[config.mk]
export PLATFORM = sky130hd
export DESIGN_NAME = lcd_meter_drive
export DESIGN_NICKNAME = d
export VERILOG_FILES = /design/src/rtl/lcd_meter_drive.sv
export SDC_FILE = /design/constraint.sdc
export NUM_CORES = 1
export LEC_CHECK = 0
export BUFFER_PORTS_ARGS = -buffer_cell sky130_fd_sc_hd__buf_4
export CAP_MARGIN = 15
export CORE_UTILIZATION = 51
export CTS_CLUSTER_SIZE = 25
export DETAILED_ROUTE_END_ITERATION = 7
export PLACE_DENSITY = 0.8
export SYNTH_ARGS = -nofsm -noshare
export SYNTH_HDL_FRONTEND = slang
export SYNTH_SLANG_ARGS = --single-unit
[constraint.sdc]
create_clock -name clk -period 2.5 [get_ports clk]
set_input_delay 0.5 -clock clk [delete_from_list [all_inputs] [get_ports clk]]
set_output_delay 0.5 -clock clk [all_outputs]
set_load 0.05 [all_outputs]
[src/rtl/lcd_meter_drive.sv]
module lcd_meter_drive #(
  parameter int HALF_PERIOD = 400,
  parameter bit LED_MODE    = 1'b0
) (
  input  logic       clk,
  input  logic       rst_n,
  input  logic [3:0] units_bcd,
  input  logic [3:0] tens_bcd,
  input  logic [3:0] hund_bcd,
  input  logic       lead_one,
  input  logic       negative,
  input  logic       overrange,
  input  logic       lamp_test,
  output logic [6:0] seg_units,
  output logic [6:0] seg_tens,
  output logic [6:0] seg_hund,
  output logic       seg_lead,
  output logic       seg_minus,
  output logic       backplane
);
  localparam int CW = (HALF_PERIOD > 2) ? $clog2(HALF_PERIOD) : 1;
  localparam logic [CW-1:0] LAST = CW'(HALF_PERIOD - 1);

  function automatic logic [6:0] decode(input logic [3:0] d);
    case (d)
      4'd0: decode = 7'h3F;
      4'd1: decode = 7'h06;
      4'd2: decode = 7'h5B;
      4'd3: decode = 7'h4F;
      4'd4: decode = 7'h66;
      4'd5: decode = 7'h6D;
      4'd6: decode = 7'h7D;
      4'd7: decode = 7'h07;
      4'd8: decode = 7'h7F;
      4'd9: decode = 7'h6F;
      default: decode = 7'h00;
    endcase
  endfunction

  logic [CW-1:0] div_q;
  logic          tick;
  logic          bp_nx;
  logic          inv;
  logic [6:0]    lit_u, lit_t, lit_h;
  logic          lit_lead, lit_minus;

  assign tick  = (div_q == LAST);
  assign bp_nx = LED_MODE ? 1'b0 : ~backplane;
  assign inv   = LED_MODE ? 1'b1 : bp_nx;

  always_comb begin
    if (lamp_test) begin
      lit_u = 7'h7F; lit_t = 7'h7F; lit_h = 7'h7F;
      lit_lead = 1'b1; lit_minus = 1'b1;
    end else if (overrange) begin
      lit_u = 7'h00; lit_t = 7'h00; lit_h = 7'h00;
      lit_lead = 1'b1; lit_minus = negative;
    end else begin
      lit_u = decode(units_bcd);
      lit_t = decode(tens_bcd);
      lit_h = decode(hund_bcd);
      lit_lead = lead_one; lit_minus = negative;
    end
  end

  always_ff @(posedge clk) begin
    if (!rst_n) begin
      div_q     <= '0;
      backplane <= 1'b0;
      seg_units <= {7{LED_MODE}};
      seg_tens  <= {7{LED_MODE}};
      seg_hund  <= {7{LED_MODE}};
      seg_lead  <= LED_MODE;
      seg_minus <= LED_MODE;
    end else begin
      div_q <= tick ? '0 : div_q + 1'b1;
      if (tick) begin
        backplane <= bp_nx;
        seg_units <= lit_u ^ {7{inv}};
        seg_tens  <= lit_t ^ {7{inv}};
        seg_hund  <= lit_h ^ {7{inv}};
        seg_lead  <= lit_lead ^ inv;
        seg_minus <= lit_minus ^ inv;
      end
    end
  end

  assert_bp_hold_R1: assert property (@(posedge clk) disable iff (!rst_n)
    !tick |=> $stable(backplane));
  assert_seg_hold_R9: assert property (@(posedge clk) disable iff (!rst_n)
    !tick |=> ($stable(seg_units) && $stable(seg_tens) && $stable(seg_hund)
               && $stable(seg_lead) && $stable(seg_minus)));

  generate
    if (LED_MODE) begin : g_led_chk
      assert_no_backplane_R10: assert property (@(posedge clk) disable iff (!rst_n)
        backplane == 1'b0);
      assert_lamp_led_R8: assert property (@(posedge clk) disable iff (!rst_n)
        (tick && lamp_test) |=> (seg_units == 7'h00 && seg_lead == 1'b0));
    end else begin : g_lcd_chk
      assert_bp_flip_R1: assert property (@(posedge clk) disable iff (!rst_n)
        tick |=> (backplane != $past(backplane)));
      assert_lamp_lcd_R8: assert property (@(posedge clk) disable iff (!rst_n)
        (tick && lamp_test) |=> (seg_units == {7{~backplane}} && seg_minus == ~backplane));
      assert_over_blank_R7: assert property (@(posedge clk) disable iff (!rst_n)
        (tick && overrange && !lamp_test) |=>
          (seg_hund == {7{backplane}} && seg_lead == ~backplane));
    end
  endgenerate
endmodule

Yosys cells after proc, flatten, opt, wreduce, memory -nomap -nowiden
Memory sizes are Yosys's and may differ from the RTL's. Cells that the tools add are included.

Flip-flop bits (word level): 33. ROM bits: 336. Input port bits: 18. Output and inout port bits: 24. Memories kept: 3.

$add $sub $neg: 1. Equal/unequal tests: 1. Multiplexer cells: 9. Bitwise operators: 7. Reduce and logical (&&, ||, !) cells: 1.

Memory list: (no name shown) (words 16, bits a word 7, read ports 1, clocked after memory_dff 0, wr ports 0, line 25) `case (d)`; (no name shown) (words 16, bits a word 7, read ports 1, clocked after memory_dff 0, wr ports 0, line 25); (no name shown) (words 16, bits a word 7, read ports 1, clocked after memory_dff 0, wr ports 0, line 25).

Operators with widths (number): $mux 7 (6); $xor 7x7->7 (3); $add 9x1->9 const B (1); $eq 9x9->1 const B (1); $mux 1 (3); $not 1->1 (2); $reduce_or 2->1 (1); $xor 1x1->1 (2).

Depth between registers and ports, before layout
An unclocked memory read counts as a cell.

Depth after elaboration: 4. Mapped depth: 7. Depth with buffers taken out: 6.

Worst setup path before layout
No wires, ideal clock.

Kind: input port to flip-flop. Start point: input port tens_bcd[0]. End point: register seg_tens[3]. Data arrival time: 1.507 ns. Slack: 0.850 ns. Stages: 6. Buffers on the path: 0. Cells stage by stage: inv_1 -> ha_1 -> nand2b_1 -> a311oi_1 -> xnor2_1 -> a211oi_2.

Cells in the longest elaborated chain, start to end: 4.

Ends and longest elaborated chain: start: declaration (line 8) `input logic [3:0] tens_bcd,`; $mem_v2 16x7; $mux 7 (line 55) `end else if (overrange) begin`; $mux 7 (line 52) `if (lamp_test) begin`; $xor 7x7->7 (line 80) `seg_tens <= lit_t ^ {7{inv}};`; end signal: assignment (line 71) `seg_tens <= {7{LED_MODE}};`; end signal: assignment (line 80); end: declaration (line 15) `output logic [6:0] seg_tens,`.

Every way passes these cells. A chain may end at the register's enable or synchronous reset.

Final worst setup path
Start point: register div_q[0]. End point: register seg_hund[0].

Cells in the longest elaborated chain, start to end: 1.

Ends and longest elaborated chain: start: declaration (line 40) `logic [CW-1:0] div_q;`; start signal: assignment (line 76) `div_q <= tick ? '0 : div_q + 1'b1;`; $eq 9x9->1 (line 47) `assign tick = (div_q == LAST);`; end signal: assignment (line 72) `seg_hund <= {7{LED_MODE}};`; end signal: assignment (line 81) `seg_hund <= lit_h ^ {7{inv}};`; end: declaration (line 16) `output logic [6:0] seg_hund,`.

Every way passes these cells.

==> run summary <==
Post-synthesis mux area share: 0.863%
CTS tree: yes
Clock Path Buffers: 2
Synth area leader: dfxtp_1
Initial core utilization: 53.2%
Clock Skews: 0.00525 ns
Main area contributors after synthesis: dfxtp_1 (28%), xnor2_1 (8.7%), a211oi_2 (8.6%), ha_1 (8.6%), nor2_1 (5.8%)
Max-Cap Viols: 0
Core Region: 0.00435 mm^2
Ys async rst share: 0%
Seq. cell area: 661 um^2
CP required: 2.70 ns
Hold_ws: 0.464 ns
Peak Freq: 530 MHz
Final net count: 316
Count of final max-slew check failures: 0
FP Rows: 24
Largest net degree at the start of global routing: 29
Cell Area, Placed: 0.00258 mm^2
Routed Antenna Nets: 0
Final Cycle Share: 75.5%
Normalized max-slew margin: 65.3%
IO buf count: 41
Maximum fanout along the worst path: 28
Synth cell types: 40
Area grow syn2layout: 15.2%
Setup TNS: 0 ns
Flop and latch count out of synthesis: 33
Pre-CTS setup slack: 0.629 ns
H-tree level count: 2
CP max stage cell: and4b_2
Seq/Total Area, Yosys: 28.5%
EDFF count, synth: 0
Final instance area: 0.00267 mm^2
Multi-input gate area: 0.00149 mm^2
Initial drt markers: 95
Maximum vdd ir drop: 0.256 mV
Vias: 1859
Routability congestion estimate: 0.902
Root Driver: clkbuf_8
Antenna diodes: 0
Number of vias per cell: 5.55
CP top delay family: simple AND/OR/NAND/NOR gates
DRC: 0
Max incr delay on CP: 0.49 ns
Sum of buffers and inverters on the critical path: 1
Mean Syn Cell Area: 9.24 um^2
Io pins: 42
Final hold violation count: 0
Area of the mapped netlist: 0.00232 mm^2
WL per Instance: 13.9 um
Final WS setup: 0.612 ns
Final min period: 1.89 ns
CTS buffer count: 5
Most used DFF post-synth: dfxtp_1
Die Area: 0.00482 mm^2
Synth warn: 0
Post-DP HPWL: 3.41 mm
Cts repair resizes: 0
Initial antenna violation count: 0
First-pass GRT wire length: 7.98 mm
Total Routing Usage GR: 20.2%
Top cell type's share of synthesized area: 28.5%
Inst Count DP: 327
Die W: 69.4 um
Reg2reg setup slack: 0.61 ns
GR Overflow Total: 0
Unrepaired setup endpoints after global routing: no
Vias in the first global route: 1777
Clk_lat worst skew: 0.29 ns
Setup Crit Path Kind: flop to flop
Final Non-Filler Cells: 335
Hold buffers post-CTS: 0
CP Cell Sequence: ha_1 > and3_2 > and4b_2 > buf_12 > nor2_1 > a211oi_1
CTS sink cnt: 33
WL final: 4.66 mm
Run status: finished, final reports clean
Hold WC Path Type: flop to flop
FILL cells: 384
Slew @ Worst Pin: 0.508 ns
Die height: 69.4 um
Clk slew on worst S/H paths: 0.07 ns
Post-Synth Simple-Gate Area: 22.2%
Syn nets: 285
Critical path startpoint category: flop
DRT Pass-1 Iters: 4
Layout cell share with drive strength beyond 1: 29.7%
Critical path endpoint category: flop
XOR/XNOR Fraction of Synth Area: 11.0%
Combinational family with the most area after synthesis: simple AND/OR/NAND/NOR gates
Cell area power density: 416 mW/mm^2
LEAKAGE: 1.02 nW
Postcts setup bufs: 0
Critical Path AT: 2.09 ns
Synth Area in Compound Gates: 21.5%
Syn Inst Count: 251
Final setup violation count: 0
Synth Area in Adders: 8.63%
==> through the flow <==
step           util, %  total power [mW]
6_report          61.4              1.11
5_1_grt           61.4              1.16
2_1_floorplan        -             0.679
4_1_cts           61.4              1.12
3_3_place_gp      59.4             0.719
3_5_place_dp      59.4             0.723
==> layer usage <==
| layer | part of all wire [%] | track usage (%) |
|---|---|---|
| met5 | 0 | 0 |
| met4 | 2.3 | 8.39 |
| met3 | 3.3 | 3.92 |
| met2 | 47 | 33.0 |
| met1 | 47 | 26.0 |
==> cell usage after synthesis (6+ instances only) <==
| cell | instances |
|---|---|
| buf_2 | 6 |
| nand2_1 | 6 |
| nor3_1 | 10 |
| nand2b_1 | 12 |
| a211oi_1 | 13 |
| buf_6 | 7 |
| inv_1 | 7 |
| ha_1 | 16 |
| nor2_1 | 36 |
| xor2_1 | 6 |
| xnor2_1 | 23 |
| dfxtp_1 | 33 |
| a211oi_2 | 16 |
==> final timing paths <==
check | startpoint | to | cells past startpoint
max | div_q[0] | seg_hund[0] | 6
min | div_q[0] | div_q[0] | 1
max reg2reg | div_q[0] | seg_hund[0] | 6
min reg2reg | div_q[0] | div_q[0] | 1
==> state kept, by name, summed over array words and instances, names as in the netlist <==
| register | flops |
|---|---|
| backplane | 1 |
| seg_minus | 1 |
| seg_tens | 7 |
| seg_units | 7 |
| div_q | 9 |
| seg_hund | 7 |
| seg_lead | 1 |
==> final cells by class <==
cell class                      instances  share of cell area, %
Clock inverter                          3                  0.656
Tap cell                               52                   2.44
Clock buffer                            5                   2.58
Sequential cell                        33                   24.7
Inverter                                7                  0.984
Timing Repair Buffer                   44                   12.8
Multi-Input combinational cell        191                   55.8
==> worst reg2reg max path, stage by stage, from the launching register on <==
cell      delay [ns]
dfxtp_1         0.36
ha_1            0.21
and3_2          0.23
and4b_2         0.49
buf_12          0.24
nor2_1          0.07
a211oi_1        0.20
==> cells by family (layout without fill, tap and decap cells) <==
family                   after synthesis  after routing
XOR/XNOR                              29             29
buffers and inverters                 27             59
multiplexers                           2              2
flip-flops                            33             33
AND/OR/NAND/NOR                       94             94
AO/OA/AOI/OAI                         50             50
adder cells (fa/ha/maj)               16             16
==> cell usage in the layout, fill, tap and decap left out, types with 3 or more instances in the layout <==
cell type / Yosys / final
o21ai_0: 3 / 3
a311oi_1: 4 / 4
a211oi_1: 13 / 13
nand3_1: 4 / 4
a211oi_2: 16 / 16
inv_1: 7 / 7
nand2_1: 6 / 6
xnor2_1: 23 / 23
ha_1: 16 / 16
nor2_1: 36 / 36
nor2b_1: 4 / 4
nand2b_1: 12 / 12
nand4_1: 3 / 3
a21oi_1: 3 / 3
a221oi_2: 5 / 5
or2_2: 3 / 3
buf_4: 2 / 43
xor2_1: 6 / 6
clkbuf_8: 0 / 5
nor3_1: 10 / 10
dfxtp_1: 33 / 33
==> power by group <==
part	internal, mW	switching, mW
registers	0.529	0.00294
clock network	0.192	0.206
logic	0.0787	0.100
total	0.800	0.310
Note: power is estimated with default switching activity, not from simulation.
